===== src/rtl/wbx_pkg.sv =====
// Shared definitions for the crossbar: the arbiter's hold state.
package wbx_pkg;

    // Arbiter hold state: free to pick, or kept by the current owner.
    typedef enum logic {
        ARB_FREE = 1'b0,
        ARB_HELD = 1'b1
    } arb_state_e;

endpackage


===== src/rtl/wbx_addr_decode.sv =====
// Address decoder for one master.
// Compares the master address against every slave window. Both bounds
// count as inside the window. A hit is reported only while CYC and STB
// are high. If windows overlap, only the lowest-numbered slave hits, so
// hit_o is one-hot or zero.
// Assumes lo_i/hi_i are stable while a cycle is in progress.
module wbx_addr_decode #(
    parameter int unsigned NS = 4,
    parameter int unsigned AW = 32
) (
    input  logic            clk,
    input  logic            rst_n,
    input  logic [AW-1:0]   adr_i,
    input  logic            cyc_i,
    input  logic            stb_i,
    input  logic [NS*AW-1:0] lo_i,
    input  logic [NS*AW-1:0] hi_i,
    output logic [NS-1:0]   hit_o
);

    logic [NS-1:0] in_win;
    logic [NS-1:0] raw;

    // Compare the address against each window.
    always_comb begin
        for (int k = 0; k < NS; k++) begin
            in_win[k] = (adr_i >= lo_i[k*AW +: AW]) && (adr_i <= hi_i[k*AW +: AW]);
        end
    end

    // Gate the matches with the strobe, then keep only the lowest slave.
    always_comb begin
        raw   = (cyc_i && stb_i) ? in_win : '0;
        hit_o = raw & (~raw + NS'(1));
    end

    // at most one slave is selected per master.
    p_hit_onehot_r10: assert property (@(posedge clk) disable iff (!rst_n)
        $onehot0(hit_o));

    // a selection needs both CYC and STB.
    p_hit_strobe_r1: assert property (@(posedge clk) disable iff (!rst_n)
        (hit_o != '0) |-> (cyc_i && stb_i));

endmodule


===== src/rtl/wbx_slave_arb.sv =====
// Arbiter for one slave port.
// A free arbiter grants the lowest-numbered requesting master in the same
// cycle and then holds that master. The hold ends at the clock edge that
// samples the owner's CYC low. The grant is one-hot or zero.
// Assumes req_i bit m is master m's decoded hit for this slave.
module wbx_slave_arb
    import wbx_pkg::*;
#(
    parameter int unsigned NM = 2
) (
    input  logic          clk,
    input  logic          rst_n,
    input  logic [NM-1:0] req_i,
    input  logic [NM-1:0] cyc_i,
    output logic [NM-1:0] gnt_o
);

    arb_state_e    state_q;
    logic [NM-1:0] owner_q;
    logic [NM-1:0] pick;
    logic          owner_live;

    // Lowest-numbered requester, used only while free.
    always_comb begin
        pick       = req_i & (~req_i + NM'(1));
        owner_live = |(owner_q & cyc_i);
        gnt_o      = (state_q == ARB_HELD) ? owner_q : pick;
    end

    // Hold or free the slave, and track the owner.
    always_ff @(posedge clk) begin
        if (!rst_n) begin
            state_q <= ARB_FREE;
            owner_q <= '0;
        end else if (state_q == ARB_HELD) begin
            if (!owner_live) begin
                state_q <= ARB_FREE;
                owner_q <= '0;
            end
        end else if (pick != '0) begin
            state_q <= ARB_HELD;
            owner_q <= pick;
        end
    end

    // never more than one master granted.
    p_gnt_onehot_r3: assert property (@(posedge clk) disable iff (!rst_n)
        $onehot0(gnt_o));

    // a live owner keeps the slave across the edge.
    p_hold_r4: assert property (@(posedge clk) disable iff (!rst_n)
        (state_q == ARB_HELD && owner_live) |=>
        (state_q == ARB_HELD && owner_q == $past(owner_q)));

    // an owner with CYC low frees the slave at the next edge.
    p_release_r5: assert property (@(posedge clk) disable iff (!rst_n)
        (state_q == ARB_HELD && !owner_live) |=> (state_q == ARB_FREE));

endmodule


===== src/rtl/wbx_onehot_mux.sv =====
// AND-OR multiplexer with a one-hot select.
// The output is zero when no select bit is set. Assumes sel_i is one-hot
// or zero; with several bits set the selected inputs are ORed together.
module wbx_onehot_mux #(
    parameter int unsigned N = 2,
    parameter int unsigned W = 32
) (
    input  logic [N-1:0]   sel_i,
    input  logic [N*W-1:0] din_i,
    output logic [W-1:0]   dout_o
);

    // Combine the selected lanes.
    always_comb begin
        dout_o = '0;
        for (int i = 0; i < N; i++) begin
            if (sel_i[i]) dout_o = dout_o | din_i[i*W +: W];
        end
    end

endmodule


===== src/rtl/wb_xbar.sv =====
// Wishbone classic crossbar, NM masters by NS slaves.
// Each master has a window decoder, and each slave has a holding arbiter.
// Requests pass from the holder to the slave combinationally. Responses
// return through a one-hot path equal to (grant AND current hit). Ports not
// in use are driven to zero.
// Assumes NM and NS are at most 32 and that masters keep their slave for
// the whole CYC period.
module wb_xbar #(
    parameter  int unsigned NM = 2,
    parameter  int unsigned NS = 4,
    parameter  int unsigned AW = 32,
    parameter  int unsigned DW = 32,
    localparam int unsigned SW = DW / 8
) (
    input  logic             clk,
    input  logic             rst_n,
    input  logic [NM*AW-1:0] m_adr_i,
    input  logic [NM*DW-1:0] m_dat_i,
    input  logic [NM*SW-1:0] m_sel_i,
    input  logic [NM-1:0]    m_we_i,
    input  logic [NM-1:0]    m_cyc_i,
    input  logic [NM-1:0]    m_stb_i,
    output logic [NM-1:0]    m_ack_o,
    output logic [NM*DW-1:0] m_dat_o,
    output logic [NS*AW-1:0] s_adr_o,
    output logic [NS*DW-1:0] s_dat_o,
    output logic [NS*SW-1:0] s_sel_o,
    output logic [NS-1:0]    s_we_o,
    output logic [NS-1:0]    s_cyc_o,
    output logic [NS-1:0]    s_stb_o,
    input  logic [NS-1:0]    s_ack_i,
    input  logic [NS*DW-1:0] s_dat_i,
    input  logic [NS*AW-1:0] win_lo_i,
    input  logic [NS*AW-1:0] win_hi_i
);

    logic [NS-1:0] hit    [NM];
    logic [NM-1:0] want   [NS];
    logic [NM-1:0] gnt    [NS];
    logic [NM-1:0] path_s [NS];
    logic [NS-1:0] path_m [NM];

    // Per-master address decode.
    for (genvar m = 0; m < NM; m++) begin : g_dec
        wbx_addr_decode #(.NS(NS), .AW(AW)) u_dec (
            .clk   (clk),
            .rst_n (rst_n),
            .adr_i (m_adr_i[m*AW +: AW]),
            .cyc_i (m_cyc_i[m]),
            .stb_i (m_stb_i[m]),
            .lo_i  (win_lo_i),
            .hi_i  (win_hi_i),
            .hit_o (hit[m])
        );
    end

    // Transpose hits into per-slave requests and build the response paths.
    always_comb begin
        for (int k = 0; k < NS; k++) begin
            for (int m = 0; m < NM; m++) begin
                want[k][m]   = hit[m][k];
                path_s[k][m] = gnt[k][m] & hit[m][k];
                path_m[m][k] = gnt[k][m] & hit[m][k];
            end
        end
    end

    // Per-slave arbiter and request forwarding.
    for (genvar k = 0; k < NS; k++) begin : g_slv
        wbx_slave_arb #(.NM(NM)) u_arb (
            .clk   (clk),
            .rst_n (rst_n),
            .req_i (want[k]),
            .cyc_i (m_cyc_i),
            .gnt_o (gnt[k])
        );

        wbx_onehot_mux #(.N(NM), .W(AW)) u_adr (
            .sel_i (gnt[k]), .din_i (m_adr_i), .dout_o (s_adr_o[k*AW +: AW]));
        wbx_onehot_mux #(.N(NM), .W(DW)) u_wdat (
            .sel_i (gnt[k]), .din_i (m_dat_i), .dout_o (s_dat_o[k*DW +: DW]));
        wbx_onehot_mux #(.N(NM), .W(SW)) u_sel (
            .sel_i (gnt[k]), .din_i (m_sel_i), .dout_o (s_sel_o[k*SW +: SW]));
        wbx_onehot_mux #(.N(NM), .W(1)) u_we (
            .sel_i (gnt[k]), .din_i (m_we_i), .dout_o (s_we_o[k +: 1]));

        assign s_cyc_o[k] = |(gnt[k] & m_cyc_i);
        assign s_stb_o[k] = |path_s[k];

        // a slave nobody holds sees no cycle and no write.
        p_idle_slave_r8: assert property (@(posedge clk) disable iff (!rst_n)
            (gnt[k] == '0) |-> (!s_cyc_o[k] && !s_we_o[k] && s_adr_o[k*AW +: AW] == '0));

        // a strobe to a slave always sits inside a cycle.
        p_stb_in_cyc_r6: assert property (@(posedge clk) disable iff (!rst_n)
            s_stb_o[k] |-> s_cyc_o[k]);
    end

    // Per-master response steering.
    for (genvar m = 0; m < NM; m++) begin : g_rsp
        wbx_onehot_mux #(.N(NS), .W(DW)) u_rdat (
            .sel_i (path_m[m]), .din_i (s_dat_i), .dout_o (m_dat_o[m*DW +: DW]));

        assign m_ack_o[m] = |(path_m[m] & s_ack_i);

        // an acknowledge only reaches a master that is strobing.
        p_ack_needs_stb_r7: assert property (@(posedge clk) disable iff (!rst_n)
            m_ack_o[m] |-> (m_cyc_i[m] && m_stb_i[m]));
    end

endmodule


===== config.mk =====
export PLATFORM = sky130hd
export DESIGN_NAME = wb_xbar
export DESIGN_NICKNAME = d
export VERILOG_FILES = /design/src/rtl/wbx_pkg.sv /design/src/rtl/wbx_addr_decode.sv /design/src/rtl/wbx_slave_arb.sv /design/src/rtl/wbx_onehot_mux.sv /design/src/rtl/wb_xbar.sv
export SDC_FILE = /design/constraint.sdc
export NUM_CORES = 1
export LEC_CHECK = 0
export ABC_AREA = 1
export BUFFER_PORTS_ARGS = -buffer_cell sky130_fd_sc_hd__clkbuf_2
export CORE_AREA = 2 2 339 341
export CTS_CLUSTER_SIZE = 24
export DETAILED_ROUTE_END_ITERATION = 6
export DIE_AREA = 0 0 341 343
export GPL_TIMING_DRIVEN = 0
export SLEW_MARGIN = 20
export SYNTH_ARGS = -nofsm -noshare
export SYNTH_HDL_FRONTEND = slang
export SYNTH_SLANG_ARGS = --single-unit

===== constraint.sdc =====
create_clock -name clk -period 5.25 [get_ports clk]
set_input_delay 1.05 -clock clk [delete_from_list [all_inputs] [get_ports clk]]
set_output_delay 1.05 -clock clk [all_outputs]
set_load 0.02 [all_outputs]

==> results.env <==
NUMBER_OF_ANTENNA_VIOLATIONS_AT_THE_FIRST_CHECK_IN_GLOBAL_ROUTING=21
NETLIST_AREA_UM2=18560
CELL_TYPES_WITH_THE_LARGEST_AREA_SHARE_AFTER_SYNTHESIS='sky130_fd_sc_hd__ha_1 (35%), sky130_fd_sc_hd__nand2_1 (16%), sky130_fd_sc_hd__inv_1 (10%)'
CORE_UM2=113400
SYNTH_LARGEST_AREA_CELL='sky130_fd_sc_hd__ha_1'
FLOORPLAN.INITIALDENSITY=0.1636
SETUP.REG_TO_REG.WORST_SLACK_PS=3530
POST_SYNTH_MOST_FREQUENT_CELLS='sky130_fd_sc_hd__nand2_1 (790), sky130_fd_sc_hd__inv_1 (513), sky130_fd_sc_hd__ha_1 (512)'
FINAL_MIN_PERIOD_OVER_CLOCK_PERIOD=0.9928
PER_INSTANCE_AVERAGE_AREA_AFTER_SYNTHESIS_UM2=5.952
ASYNCSETRESETFLOPFRACSYNTH=0
PWR_DENSITY_nW_PER_UM2=104.9
CRIT_PATH_START_KIND='input port'
GRT_SETUP_UNREPAIRED='yes'
ANTENNA_LEFT=0
CRITICAL_PATH.ENDPOINT_TYPE='primary output'
CRITPATHARRIVALTIME_PS=4160
SYNTH.YOSYS.SEQ_AREA_SHARE=0.01294
GRT-OVFL-TOTAL=0
DRT_FIRST_ITER_VIOLATIONS=1794
DRTPASS1ITERATIONS=5
HOLD_BUFFERS=0
RUN_STATUS='finished, final reports clean'
SYNTH.MUX.AREA_FRACTION=0
PLACED_CELLS=5511
NETLIST.AREA_LEADER.SHARE=0.3452
FINALHOLDVIOLATIONS=0
TIMING.HOLD.WORST.CLASS='register to register'
VIA_COUNT=26320
SYNTH_FP_NETS=4162
PATH_MAX_FANOUT=10
POST_ROUTE_CELLS_DRIVE_ABOVE_1_SHARE=0.3333
GRT_FIRST_PASS_WIRELENGTH_UM=188800
DIE_W_UM=341
CTS_MADE_BUFFERS=3
CTS-ROOT-BUF='sky130_fd_sc_hd__clkbuf_16'
GP_CONGESTION=0.9942
SYNTH_FLOP_CELL='sky130_fd_sc_hd__dfxtp_1'
AREAGROWTHSYNTHTOFINISH_PCT=58.88
POSTROUTEWIRELENGTH_UM=142800
GRT_PASS1_VIAS=25250
POST-ROUTE-DRC-COUNT=0
TRACK_USAGE=0.2268
CTS_MAX_PATH_BUFFERS=2
FINAL_CELL_COUNT_NO_FILL=5623
CTS.SINKS=12
DETAILEDPLACEMENTHPWL_UM=117300
MAX-CAP-VIOLATIONS=0
FMAXACHIEVABLE_MHz=191.9
SYNTHSIMPLEGATEAREAFRAC=0.3058
MAX_RAIL_DROP_VDD_mV=0.07266
SYNTHXORXNORAREAFRAC=0
SYN-INSTANCE-COUNT=3118
DIE_Y_UM=343
PORT_BUFFERS=881
SETUP_VIOLATIONS=0
TIMING.CLOCK.SKEW_PS=2.686
CRIT_PATH_CELLS='clkbuf_4 -> ha_1 -> nand2_1 -> nor2_2 -> nand2_2 -> nor4_4 -> buf_6 -> nand4_1 -> nand2_2 -> nand3_4 -> nor2_4 -> nand3_2 -> inv_2 -> a21oi_4 -> buf_12 -> buf_12 -> o21ai_0 -> clkbuf_2'
WORSTMARGINPINSLEW_PS=980.4
TIMING.FINAL.WS_SETUP_PS=38.03
PATH_CLK_SLEW_PS=40
WORSTSETUPPATHTYPE='input port to primary output'
SYNTH-EDFF-COUNT=0
PIN_COUNT=882
POST_SYNTH_FA_HA_MAJ_AREA_FRACTION=0.3452
WORST_SLEW_MARGIN_REL=0.3448
CELL_WITH_THE_MOST_INSTANCES_AFTER_SYNTHESIS='sky130_fd_sc_hd__nand2_1'
SYNTH-SEQ-CELLS=12
ROUTED_VIA_DENSITY=4.680
FINAL_NETS=5151
FINAL.MIN_CLOCK_PERIOD_PS=5212
CLOCK_TREE.HTREE_LEVEL_COUNT=1
FINAL-MAX-SLEW-VIOLATION-COUNT=0
SYNTH_TOP_FAMILY_BY_AREA='adder cells'
DRT-WIRELENGTH-PER-CELL_UM=25.39
SYNTH_CELL_TYPE_COUNT=41
REQUIRED_PS=4200
HOLD_SLACK_PS=480.9
CLK-INSERTION-DELAY-LATE_PS=240
CRITPATHBUFINV=6
SLOWEST_STAGE='sky130_fd_sc_hd__ha_1'
SLOWEST_DELAY_PS=350
CTS_TREE='built'
SYNTHESIS_WARNING_TOTAL=0
COMPOUND_CELL_AREA_SHARE_OF_THE_YOSYS_NETLIST=0.1951
GRT_MAX_DEGREE=12
DP_WORST_SETUP_SLACK_PS=-2029
WORST_PATH_DOMINANT_CELL_FAMILY='simple AND/OR/NAND/NOR gates'
CELLLEAKAGEPOWER_nW=16.29
FLOORPLAN.ROWS=124
DIEAREA_UM2=117000
-- cell type report --
type | count | area (um^2)
Tap cell | 1512 | 1892
Timing Repair inverter | 1 | 8.758
Buffer | 101 | 1079
Antenna cell | 6 | 15.01
Timing Repair Buffer | 986 | 6710
Inverter | 552 | 2102
Multi-Input combinational cell | 2450 | 17360
Fill cell | 12750 | 83930
Sequential cell | 12 | 240.2
Clock buffer | 3 | 75.07
-- layout by cell type, fill, tap and decap left out, types with 11 or more instances in the layout --
| cell | instances |
|---|---|
| sky130_fd_sc_hd__nand3_2 | 11 |
| sky130_fd_sc_hd__ha_1 | 501 |
| sky130_fd_sc_hd__o21a_1 | 29 |
| sky130_fd_sc_hd__clkbuf_2 | 671 |
| sky130_fd_sc_hd__clkbuf_16 | 15 |
| sky130_fd_sc_hd__nor2_1 | 130 |
| sky130_fd_sc_hd__a21oi_1 | 232 |
| sky130_fd_sc_hd__inv_2 | 11 |
| sky130_fd_sc_hd__ha_4 | 11 |
| sky130_fd_sc_hd__clkinv_1 | 31 |
| sky130_fd_sc_hd__o21ai_1 | 61 |
| sky130_fd_sc_hd__o21ai_0 | 89 |
| sky130_fd_sc_hd__o21ai_4 | 24 |
| sky130_fd_sc_hd__o22ai_2 | 47 |
| sky130_fd_sc_hd__inv_1 | 505 |
| sky130_fd_sc_hd__nor2_4 | 15 |
| sky130_fd_sc_hd__buf_4 | 146 |
| sky130_fd_sc_hd__buf_8 | 35 |
| sky130_fd_sc_hd__buf_12 | 33 |
| sky130_fd_sc_hd__o21ai_2 | 28 |
| sky130_fd_sc_hd__nand2_2 | 33 |
| sky130_fd_sc_hd__buf_2 | 33 |
| sky130_fd_sc_hd__clkbuf_4 | 66 |
| sky130_fd_sc_hd__nand4_1 | 137 |
| sky130_fd_sc_hd__nand2_4 | 25 |
| sky130_fd_sc_hd__o22ai_1 | 80 |
| sky130_fd_sc_hd__nand2_1 | 738 |
| sky130_fd_sc_hd__nand3_1 | 150 |
| sky130_fd_sc_hd__o22ai_4 | 14 |
| sky130_fd_sc_hd__clkbuf_8 | 44 |
| sky130_fd_sc_hd__buf_6 | 35 |
| sky130_fd_sc_hd__dfxtp_1 | 12 |
-- power by group --
group          leakage (nW)  switching, mW  total (mW)  internal (mW)
sequential           0.0974        0.00477       0.101         0.0962
combinational          16.2           1.82        2.86           1.04
clock                0.0370         0.0352       0.134         0.0988
total                  16.3           1.86        3.09           1.24
-- logic make-up after synthesis --
kind of cell | after synthesis
AND/OR/NAND/NOR | 1291
buffers and inverters | 658
AO/OA/AOI/OAI | 645
adder cells (fa/ha/maj) | 512
flip-flops | 12
-- sequential cells by signal, indices dropped and copies added (netlist names) --
signal	count
g_slv.u_arb.state_q	4
g_slv.u_arb.owner_q	8
-- worst paths after layout --
kind | from | endpoint | cells after the start
max reg2reg | g_slv[0].u_arb.owner_q[1]$_SDFFE_PN0P_ | g_slv[0].u_arb.state_q$_SDFF_PN0_ | 6
min reg2reg | g_slv[0].u_arb.owner_q[0]$_SDFFE_PN0P_ | g_slv[0].u_arb.owner_q[0]$_SDFFE_PN0P_ | 2
min | g_slv[0].u_arb.owner_q[0]$_SDFFE_PN0P_ | g_slv[0].u_arb.owner_q[0]$_SDFFE_PN0P_ | 2
max | m_adr_i[29] | s_dat_o[127] | 18
-- layer usage --
layer	vias up	track usage	wire length [um]
met5	-	0	115
met1	12250	0.2707	57090
met2	1232	0.3860	66120
met3	271	0.03879	9856
li1	12550	-	-
met4	18	0.1244	9583
-- worst register-to-register path: stages (launching register included) --
cell                      delay, ps
sky130_fd_sc_hd__dfxtp_1        340
sky130_fd_sc_hd__inv_1           50
sky130_fd_sc_hd__nand2_1        710
sky130_fd_sc_hd__nand2_8        190
sky130_fd_sc_hd__o22ai_1        260
sky130_fd_sc_hd__nand2_1         80
sky130_fd_sc_hd__inv_1           50
-- what timing repair did --
item / 4_1_cts / 5_1_grt
pin swaps: 45 / 50
gates resized for setup: 633 / 361
setup endpoints to repair: 351 / 320
gates cloned: 9 / 10
buffers inserted: 69 / 22
-- through the flow --
step / area [um^2] / utilization / power [mW] / setup TNS [ps]
2_1_floorplan: 18560 / - / 1.352 / 0
3_3_place_gp: 24860 / 0.2192 / 2.454 / -521470
3_5_place_dp: 24870 / 0.2193 / 2.493 / -488970
4_1_cts: 28140 / 0.2481 / 2.943 / -201.0
5_1_grt: 29480 / 0.2599 / 3.341 / -1043
6_report: 29480 / 0.2600 / 3.094 / 0
(Power assumes the default switching activity.)
